--- config.mk ---
export PLATFORM = sky130hd
export DESIGN_NAME = mmu_table_walker
export DESIGN_NICKNAME = d
export VERILOG_FILES = /design/src/rtl/mtw_pkg.sv /design/src/rtl/mtw_addr_gen.sv /design/src/rtl/mtw_entry_eval.sv /design/src/rtl/mmu_table_walker.sv
export SDC_FILE = /design/constraint.sdc
export NUM_CORES = 1
export LEC_CHECK = 0
export CAP_MARGIN = 10
export CORE_MARGIN = 2
export CORE_UTILIZATION = 34
export DETAILED_ROUTE_END_ITERATION = 10
export GPL_TIMING_DRIVEN = 1
export SLEW_MARGIN = 5
export SYNTH_ARGS = -nofsm -noshare
export SYNTH_HDL_FRONTEND = slang
export SYNTH_HIERARCHICAL = 1
export SYNTH_SLANG_ARGS = --single-unit
--- constraint.sdc ---
create_clock -name clk -period 7.3 [get_ports clk]
set_input_delay 0.73 -clock clk [delete_from_list [all_inputs] [get_ports clk]]
set_output_delay 0.73 -clock clk [all_outputs]
set_load 0.05 [all_outputs]
--- src/rtl/mtw_pkg.sv ---
package mtw_pkg;

  typedef enum logic [1:0] {
    ET_INVALID  = 2'd0,
    ET_TABLE    = 2'd1,
    ET_PAGE     = 2'd2,
    ET_RESERVED = 2'd3
  } ent_type_e;

  typedef enum logic [1:0] {
    ST_IDLE   = 2'd0,
    ST_FETCH  = 2'd1,
    ST_WRBACK = 2'd2,
    ST_DONE   = 2'd3
  } walk_st_e;

  typedef enum logic [1:0] {
    PG_4K   = 2'd0,
    PG_256K = 2'd1,
    PG_16M  = 2'd2
  } pg_size_e;

  localparam logic [2:0] FT_NONE    = 3'd0;
  localparam logic [2:0] FT_INVALID = 3'd1;
  localparam logic [2:0] FT_TRANS   = 3'd4;

  localparam int REF_BIT = 5;
  localparam int MOD_BIT = 6;

  typedef struct packed {
    logic       descend;
    logic       leaf;
    logic       fault;
    logic [2:0] ftype;
  } ent_verdict_t;

endpackage

--- src/rtl/mtw_addr_gen.sv ---
module mtw_addr_gen #(
  parameter int AW    = 32,
  parameter int CTX_W = 8
) (
  input  logic [AW-5:0]    tbl_ptr,
  input  logic [CTX_W-1:0] ctx,
  input  logic [31:12]     va_idx,
  input  logic [1:0]       nxt_lvl,
  input  logic [AW-7:0]    desc_ptr,
  output logic [AW-1:0]    ctx_addr,
  output logic [AW-1:0]    nxt_addr
);
  localparam int ENT_SH = 2;   // 4 bytes per entry
  localparam int TBL_SH = 4;   // pointer scaling

  logic [AW-1:0] idx_off;
  logic [AW-1:0] nxt_base;

  always_comb begin
    case (nxt_lvl)
      2'd1:    idx_off = AW'({va_idx[31:24], 2'b00});
      2'd2:    idx_off = AW'({va_idx[23:18], 2'b00});
      default: idx_off = AW'({va_idx[17:12], 2'b00});
    endcase
  end

  assign nxt_base = {desc_ptr, 6'b0};
  assign ctx_addr = {tbl_ptr, {TBL_SH{1'b0}}} + (AW'(ctx) << ENT_SH);
  assign nxt_addr = nxt_base + idx_off;

endmodule

--- src/rtl/mtw_entry_eval.sv ---
module mtw_entry_eval
  import mtw_pkg::*;
#(
  parameter int AW = 32
) (
  input  logic [AW-1:0] entry,
  input  logic [1:0]    lvl,
  input  logic [23:0]   va_off,
  input  logic          wr,
  output ent_verdict_t  verdict,
  output logic [AW-1:0] upd_entry,
  output logic          needs_wb,
  output logic [AW-1:0] pa,
  output pg_size_e      size
);
  localparam logic [1:0] LAST_LVL = 2'd3;

  ent_type_e     etype;
  logic [AW-1:0] frame;
  logic [AW-1:0] offset;

  assign etype = ent_type_e'(entry[1:0]);

  always_comb begin
    verdict = '0;
    case (etype)
      ET_INVALID: begin
        verdict.fault = 1'b1;
        verdict.ftype = FT_INVALID;
      end
      ET_TABLE: begin
        if (lvl == LAST_LVL) begin
          verdict.fault = 1'b1;
          verdict.ftype = FT_TRANS;
        end else begin
          verdict.descend = 1'b1;
        end
      end
      ET_PAGE: begin
        if (lvl == 2'd0) begin
          verdict.fault = 1'b1;
          verdict.ftype = FT_TRANS;
        end else begin
          verdict.leaf = 1'b1;
        end
      end
      default: begin
        verdict.fault = 1'b1;
        verdict.ftype = FT_TRANS;
      end
    endcase
  end

  assign upd_entry = entry | (AW'(1) << REF_BIT) | (AW'(wr) << MOD_BIT);
  assign needs_wb  = verdict.leaf && (upd_entry != entry);

  assign frame = {entry[AW-5:8], 12'b0};

  always_comb begin
    case (lvl)
      2'd1: begin
        offset = AW'(va_off[23:0]);
        size   = PG_16M;
      end
      2'd2: begin
        offset = AW'(va_off[17:0]);
        size   = PG_256K;
      end
      default: begin
        offset = AW'(va_off[11:0]);
        size   = PG_4K;
      end
    endcase
  end

  assign pa = frame + offset;

endmodule

--- src/rtl/mmu_table_walker.sv ---
module mmu_table_walker
  import mtw_pkg::*;
#(
  parameter int AW    = 32,
  parameter int CTX_W = 8
) (
  input  logic             clk,
  input  logic             rst_n,
  input  logic             mmu_en,
  input  logic [AW-5:0]    ctx_tbl_ptr,
  input  logic             req_valid,
  input  logic [AW-1:0]    req_va,
  input  logic [CTX_W-1:0] req_ctx,
  input  logic             req_write,
  output logic             busy,
  output logic             resp_valid,
  output logic             resp_bypass,
  output logic             resp_fault,
  output logic [2:0]       resp_ftype,
  output logic [1:0]       resp_level,
  output logic [AW-1:0]    resp_pa,
  output logic [1:0]       resp_size,
  output logic [AW-1:0]    resp_pte,
  output logic             mem_req,
  output logic             mem_we,
  output logic [AW-1:0]    mem_addr,
  output logic [AW-1:0]    mem_wdata,
  input  logic             mem_ack,
  input  logic [AW-1:0]    mem_rdata
);

  // reset: asserted asynchronously, released on the clock
  logic rst_meta, rst_q;
  always_ff @(posedge clk or negedge rst_n) begin
    if (!rst_n) begin
      rst_meta <= 1'b0;
      rst_q    <= 1'b0;
    end else begin
      rst_meta <= 1'b1;
      rst_q    <= rst_meta;
    end
  end

  // state
  walk_st_e      st_q, st_d;
  logic [1:0]    lvl_q, lvl_d;
  logic [AW-1:0] va_q;
  logic          wr_q;
  logic [AW-1:0] addr_q, addr_d;
  logic [AW-1:0] wdata_q, wdata_d;
  logic          cap_req;

  logic          ld_resp;
  logic          rb_d, rf_d;
  logic [2:0]    rft_d;
  logic [1:0]    rlv_d, rsz_d;
  logic [AW-1:0] rpa_d, rpte_d;
  logic          rb_q, rf_q;
  logic [2:0]    rft_q;
  logic [1:0]    rlv_q, rsz_q;
  logic [AW-1:0] rpa_q, rpte_q;

  // address and entry logic
  logic [AW-1:0] ctx_addr, nxt_addr;
  logic [1:0]    nxt_lvl;
  ent_verdict_t  verdict;
  logic [AW-1:0] upd_entry, leaf_pa;
  logic          needs_wb;
  pg_size_e      leaf_size;

  assign nxt_lvl = 2'(lvl_q + 2'd1);

  mtw_addr_gen #(.AW(AW), .CTX_W(CTX_W)) u_addr (
    .tbl_ptr  (ctx_tbl_ptr),
    .ctx      (req_ctx),
    .va_idx   (va_q[31:12]),
    .nxt_lvl  (nxt_lvl),
    .desc_ptr (mem_rdata[AW-5:2]),
    .ctx_addr (ctx_addr),
    .nxt_addr (nxt_addr)
  );

  mtw_entry_eval #(.AW(AW)) u_eval (
    .entry     (mem_rdata),
    .lvl       (lvl_q),
    .va_off    (va_q[23:0]),
    .wr        (wr_q),
    .verdict   (verdict),
    .upd_entry (upd_entry),
    .needs_wb  (needs_wb),
    .pa        (leaf_pa),
    .size      (leaf_size)
  );

  // next state
  always_comb begin
    st_d    = st_q;
    lvl_d   = lvl_q;
    addr_d  = addr_q;
    wdata_d = wdata_q;
    cap_req = 1'b0;
    ld_resp = 1'b0;
    rb_d    = 1'b0;
    rf_d    = 1'b0;
    rft_d   = FT_NONE;
    rlv_d   = lvl_q;
    rsz_d   = PG_4K;
    rpa_d   = '0;
    rpte_d  = '0;
    case (st_q)
      ST_IDLE: begin
        if (req_valid) begin
          cap_req = 1'b1;
          if (!mmu_en) begin
            st_d    = ST_DONE;
            ld_resp = 1'b1;
            rb_d    = 1'b1;
            rlv_d   = 2'd0;
            rpa_d   = req_va;
          end else begin
            st_d   = ST_FETCH;
            lvl_d  = 2'd0;
            addr_d = ctx_addr;
          end
        end
      end
      ST_FETCH: begin
        if (mem_ack) begin
          if (verdict.descend) begin
            lvl_d  = nxt_lvl;
            addr_d = nxt_addr;
          end else if (verdict.leaf) begin
            ld_resp = 1'b1;
            rpa_d   = leaf_pa;
            rsz_d   = leaf_size;
            rpte_d  = upd_entry;
            if (needs_wb) begin
              wdata_d = upd_entry;
              st_d    = ST_WRBACK;
            end else begin
              st_d = ST_DONE;
            end
          end else begin
            ld_resp = 1'b1;
            rf_d    = 1'b1;
            rft_d   = verdict.ftype;
            rpte_d  = mem_rdata;
            st_d    = ST_DONE;
          end
        end
      end
      ST_WRBACK: begin
        if (mem_ack) st_d = ST_DONE;
      end
      default: st_d = ST_IDLE;
    endcase
  end

  // registers
  always_ff @(posedge clk or negedge rst_q) begin
    if (!rst_q) begin
      st_q    <= ST_IDLE;
      lvl_q   <= '0;
      addr_q  <= '0;
      wdata_q <= '0;
    end else begin
      st_q    <= st_d;
      lvl_q   <= lvl_d;
      addr_q  <= addr_d;
      wdata_q <= wdata_d;
    end
  end

  always_ff @(posedge clk or negedge rst_q) begin
    if (!rst_q) begin
      va_q <= '0;
      wr_q <= 1'b0;
    end else if (cap_req) begin
      va_q <= req_va;
      wr_q <= req_write;
    end
  end

  always_ff @(posedge clk or negedge rst_q) begin
    if (!rst_q) begin
      rb_q   <= 1'b0;
      rf_q   <= 1'b0;
      rft_q  <= FT_NONE;
      rlv_q  <= '0;
      rsz_q  <= '0;
      rpa_q  <= '0;
      rpte_q <= '0;
    end else if (ld_resp) begin
      rb_q   <= rb_d;
      rf_q   <= rf_d;
      rft_q  <= rft_d;
      rlv_q  <= rlv_d;
      rsz_q  <= rsz_d;
      rpa_q  <= rpa_d;
      rpte_q <= rpte_d;
    end
  end

  // outputs
  assign busy        = (st_q != ST_IDLE);
  assign resp_valid  = (st_q == ST_DONE);
  assign resp_bypass = rb_q;
  assign resp_fault  = rf_q;
  assign resp_ftype  = rft_q;
  assign resp_level  = rlv_q;
  assign resp_pa     = rpa_q;
  assign resp_size   = rsz_q;
  assign resp_pte    = rpte_q;
  assign mem_req     = (st_q == ST_FETCH) || (st_q == ST_WRBACK);
  assign mem_we      = (st_q == ST_WRBACK);
  assign mem_addr    = addr_q;
  assign mem_wdata   = wdata_q;

  // checks

  accept_busy_chk: assert property (@(posedge clk) disable iff (!rst_q)
    (req_valid && !busy) |=> busy);


  idle_quiet_chk: assert property (@(posedge clk) disable iff (!rst_q)
    !busy |-> !mem_req);


  resp_pulse_chk: assert property (@(posedge clk) disable iff (!rst_q)
    resp_valid |=> !resp_valid);


  mem_hold_chk: assert property (@(posedge clk) disable iff (!rst_q)
    (mem_req && !mem_ack) |=>
      (mem_req && $stable(mem_addr) && $stable(mem_we) && $stable(mem_wdata)));


  bypass_nomem_chk: assert property (@(posedge clk) disable iff (!rst_q)
    (resp_valid && resp_bypass) |-> (!$past(mem_req) && !resp_fault));


  wb_shape_chk: assert property (@(posedge clk) disable iff (!rst_q)
    (mem_req && mem_we) |-> (mem_wdata[REF_BIT] && (mem_wdata[1:0] == 2'd2)));


  wb_done_chk: assert property (@(posedge clk) disable iff (!rst_q)
    (mem_req && mem_we && mem_ack) |=> (resp_valid && !resp_fault));


  fault_code_chk: assert property (@(posedge clk) disable iff (!rst_q)
    (resp_valid && resp_fault) |->
      (((resp_ftype == FT_INVALID) || (resp_ftype == FT_TRANS)) && (resp_pa == '0)));

endmodule

# Word level (Yosys, flattened, before mapping)
# Index checks and enable logic that the tools add are counted.
# word_totals
register_bits,176
word_cells,109
out_inout_bits,141
# classes
n_mux,61
reduce_logical,10
eq_ne,17
n_bitwise,2
n_addsub,4
# op_table
operator,n
2-to-1 mux 32 bit,13
case mux 32 bit (2 select lines),2
adder 32 x 10 -> 32 bit,2
case mux 24 bit (2 select lines),1
2-to-1 mux 2 bit,17
adder 32 x 24 -> 32 bit,1
!= test 32 bit,1
OR 32 x 7 -> 32 bit,1
case mux 10 bit (2 select lines),1
2-to-1 mux 3 bit,6
2-to-1 mux 1 bit,16
== test 2 bit (second input constant),6
AND reduction 5 bit,2
case mux 3 bit (3 select lines),1
== test 2 x 1 -> 1 bit (second input constant),4
!= test 2 bit (second input constant),4
case mux 2 bit (2 select lines),2
zero test 2 bit,3
case mux 2 bit (3 select lines),1
!= test 2 x 1 -> 1 bit (second input constant),2
AND reduction 4 bit,1
nonzero test 2 bit,2
adder 2 x 1 -> 2 bit (second input constant),1
case mux 1 bit (2 select lines),1
other kinds (3),3

# Longest topological paths before layout
# logic_depth
depth_word,9
ltp_mapped,15
mapped_depth_nobuf,13

# Modules after synthesis
# Netlist, hierarchy kept.
# by_module_without_submodules
module,instances,area_each_um2,cells_each,seq_area_each_um2
mmu_table_walker,1,7624.8,641,4404.2
mtw_addr_gen,1,1457.6,196,0.0
mtw_entry_eval,1,1260.0,169,0.0

# Least setup slack after synthesis
# Ideal clock, no wire load.
# synth_timing
kind,register to register
startpoint,register lvl_q[1]
endpoint,register rpa_q[26] (netlist: resp_pa[26])
arrival_ps,2803
n_path_buf,0
t_required_ps,7173
path_slack_ps,4370
stages_incl_launch_ff,14
synth_period_minus_slack_ps,2930
path_cell_list,dfrtp_1 -> inv_1 -> ha_1 -> o21a_1 -> and2_1 -> ha_1 -> fa_1 -> a211oi_2 -> nor2_1 -> o311ai_2 -> a21oi_1 -> xor2_1 -> a22oi_1 -> o21ai_0
# synth_via
elab_chain_len,7
# synth_lines
item,line,source
start: declaration,mmu_table_walker.sv:46,"logic [1:0] lvl_q, lvl_d;"
start signal: assignment,mmu_table_walker.sv:168,lvl_q <= lvl_d;
== test 2 bit / == test 2 x 1 -> 1 bit (equally long branches),mtw_entry_eval.sv:60,case (lvl)
case mux 24 bit (2 select lines) *,mtw_entry_eval.sv:60,
adder 32 x 24 -> 32 bit *,mtw_entry_eval.sv:76,assign pa = frame + offset;
named net leaf_pa[26],mmu_table_walker.sv:67,"logic [AW-1:0] upd_entry, leaf_pa;"
2-to-1 mux 32 bit *,mmu_table_walker.sv:132,end else if (verdict.leaf) begin
2-to-1 mux 32 bit *,mmu_table_walker.sv:129,if (verdict.descend) begin
2-to-1 mux 32 bit *,mmu_table_walker.sv:128,if (mem_ack) begin
case mux 32 bit (2 select lines) *,mmu_table_walker.sv:110,case (st_q)
end signal: assignment,mmu_table_walker.sv:199,rpa_q <= rpa_d;
end: declaration,mmu_table_walker.sv:61,"logic [AW-1:0] rpa_q, rpte_q;"
# Mark *: on every way through the listed nets, which the timed path passes. The rest lies on a longest branch.
# A chain may end at the register's enable or synchronous reset.

# Final worst setup path
# layout_timing
startpoint,register lvl_q[0]
endpoint,register addr_q[29] (netlist: mem_addr[29])
# layout_via
elab_chain_len,7
# layout_lines
item,line,source
adder 2 x 1 -> 2 bit *,mmu_table_walker.sv:71,assign nxt_lvl = 2'(lvl_q + 2'd1);
named net nxt_lvl[0],mmu_table_walker.sv:65,logic [1:0] nxt_lvl;
== test 2 bit / == test 2 x 1 -> 1 bit (equally long branches),mtw_addr_gen.sv:20,case (nxt_lvl)
case mux 10 bit (2 select lines) *,mtw_addr_gen.sv:20,
adder 32 x 10 -> 32 bit *,mtw_addr_gen.sv:29,assign nxt_addr = nxt_base + idx_off;
named net nxt_addr[29],mmu_table_walker.sv:64,"logic [AW-1:0] ctx_addr, nxt_addr;"
2-to-1 mux 32 bit *,mmu_table_walker.sv:129,
2-to-1 mux 32 bit *,mmu_table_walker.sv:128,
case mux 32 bit (2 select lines) *,mmu_table_walker.sv:110,
end signal: assignment,mmu_table_walker.sv:169,addr_q <= addr_d;
end: declaration,mmu_table_walker.sv:49,"logic [AW-1:0] addr_q, addr_d;"
# Mark *: on every way through the listed nets, which the timed path passes. The rest lies on a longest branch. The select of a mux whose other input is x is not followed.

==> metrics.cfg <==
[detailed_routing]
wl_per_cell_microns=18.8
wirelength_mm=29.6
ant_nets=0
route.vias.total=8011
firstDrtPassIters=5
viasPerCell=5.07
drt_iter0_drc=431
drc_errors=0

[final_layout]
multi_input_area_sq_um=5220
instances_no_fill=1579
final_cell_mix=246 x clkdlybuf4s50_1, 175 x dfrtp_1, 94 x nand2_1
layout.nets=1320
seqCellArea_sq_um=4410
n_antenna_cell=0
n_fill_cell=2857
area.growth.synth_to_final_pct=29.3
layout_commonest_cell=clkdlybuf4s50_1
drive_above_1_share_pct=11.2

[clock_tree]
max-clock-path-buffers=2
numCtsBuffers=17
cts.sinks=176
cts_setup_buffers=0
ctsResizeCount=0
insertion_delay_ns=0.44
cts_root_buffer=clkbuf_16
cts_tree=done
clk_pin_slew_ns=0.08
holdBufCountCts=0
htree_levels=4

[pwr]
power_density_nw_per_um2=423
swShare_pct=47.7
seqPwrFrac_pct=27.9
p_int_mw=2.96
comb_power_share_pct=54.3
clkPwrFrac_pct=17.8
p_switching_mw=2.70
peakVddDrop_uv=169
leakagePower_nw=5.45

[die]
die_h_microns=178
fp.dieW_microns=178
ios=247
die_area_sq_um=31800
rows=63
core_region_area_sq_um=29800
start_util_pct=34.7

[critical_path]
critPathRequiredTime_ns=7.60
path_buf_inv=2
crit_family=compound AO/OA/AOI/OAI gates
end_kind=flip-flop
cp.arrival_ns=3.94
crit_fanout=14
critPathKind=flip-flop to flip-flop
path_cells=inv_1, inv_1, ha_1, o21ai_0, ha_1, a21oi_1, o22ai_1, nand4_1, xnor2_1, mux2i_1, a21oi_1
cp-start-kind=flip-flop
cpPeakStageDelay_ns=0.82
slowest_stage=o22ai_1

[timing]
fin_crit_ns=3.65
worst_slew_pin_slew_ns=1.07
drv_slew=0
finalCritPeriodShare_pct=50.0
relSlewSlack_pct=28.6
setup_viol=0
hold_viol=0
whs_ns=0.353
rsz0062_at_grt=no
fmax_ghz=0.274
tns_ns=0
fin_skew_ns=0.0168

[yosys]
syn_area_sq_um=10300
yosys_warnings=6
netlist_instances=1005
postSynthAreaPerCell_sq_um=10.3

[global_route]
track_usage_pct=18.7
grtUsageMet1_pct=24.6
use_met2_pct=31.0
grt_pass1_vias=7900
antenna_found_initial=0
grt_remaining_overflow=0
grt_max_degree=113
use_met3_pct=4.13
grt_pass1_wl_mm=45.1
busiest_layer=met2

[outcome]
outcome=completed

[placement]
gp_congestion=0.825
io_buffers=246
placedCellCount=1547
dp_hpwl_mm=21.8

[worst_hold_path]
hold_path_class=flip-flop to flip-flop

[run]
drv_cap=0

-- metal layers --
layer	vias up	wire length [microns]
met5	-	0
met4	0	410
met3	18	1560
met2	202	14400
met1	3891	13200
li1	3900	-
-- metrics by stage --
stage	setup WS [ns]	utilization [%]	cell area [sq um]	total power, mW
6_report	3.65	44.9	13400	5.66
5_1_grt	3.36	44.9	13400	5.99
2_1_floorplan	2.03	-	10300	3.73
4_1_cts	3.65	44.9	13400	5.73
3_3_place_gp	3.35	42.7	12700	4.66
3_5_place_dp	3.31	42.7	12700	4.70
-- area by class of cell --
class | count | share of cell area [%]
Sequential cell | 176 | 33.0
Clock buffer | 17 | 3.18
Tap cell | 390 | 3.65
Clock inverter | 15 | 1.60
Inverter | 14 | 0.393
Timing Repair Buffer | 257 | 19.1
Multi-Input combinational cell | 710 | 39.1
-- worst reg2reg max path, delay by kind of cell, from the launching register on --
family	cells	cell delay, ns
AO/OA/AOI/OAI	4	1.48
AND/OR/NAND/NOR	1	0.23
buffers and inverters	2	0.27
XOR/XNOR	1	0.20
multiplexers	1	0.15
adder cells (fa/ha/maj)	2	0.69
flip-flops	1	0.47
-- state kept, by name, indices dropped and copies added, names as in the netlist --
signal / cells
resp_size: 2
resp_pa: 32
wr_q: 1
mem_addr: 32
resp_pte: 32
st_q: 2
resp_bypass: 1
resp_ftype: 3
rst_q: 1
mem_wdata: 32
va_q: 32
resp_fault: 1
lvl_q: 2
rst_meta: 1
resp_level: 2
-- power by group through the flow --
stage               Clock, mW  Combinational, mW  Sequential, mW
CTS                      1.04               3.11            1.58
finish                   1.01               3.07            1.58
floorplan                   0               1.27            2.47
detailed placement          0               3.10            1.60
global route             1.07               3.29            1.63
global placement            0               3.07            1.59
-- final timing paths --
path / startpoint / end / slack, ns / cells after the start
max: lvl_q[0] / mem_addr[29] / 3.65 / 11
min: rst_meta / rst_q / 0.35 / 0
max reg2reg: lvl_q[0] / mem_addr[29] / 3.65 / 11
min reg2reg: rst_meta / rst_q / 0.35 / 0
max in group asynchronous: rst_q / resp_pa[9] / 5.43 / 1
min in group asynchronous: rst_q / resp_bypass / 0.39 / 0
(Power assumes the default switching activity.)
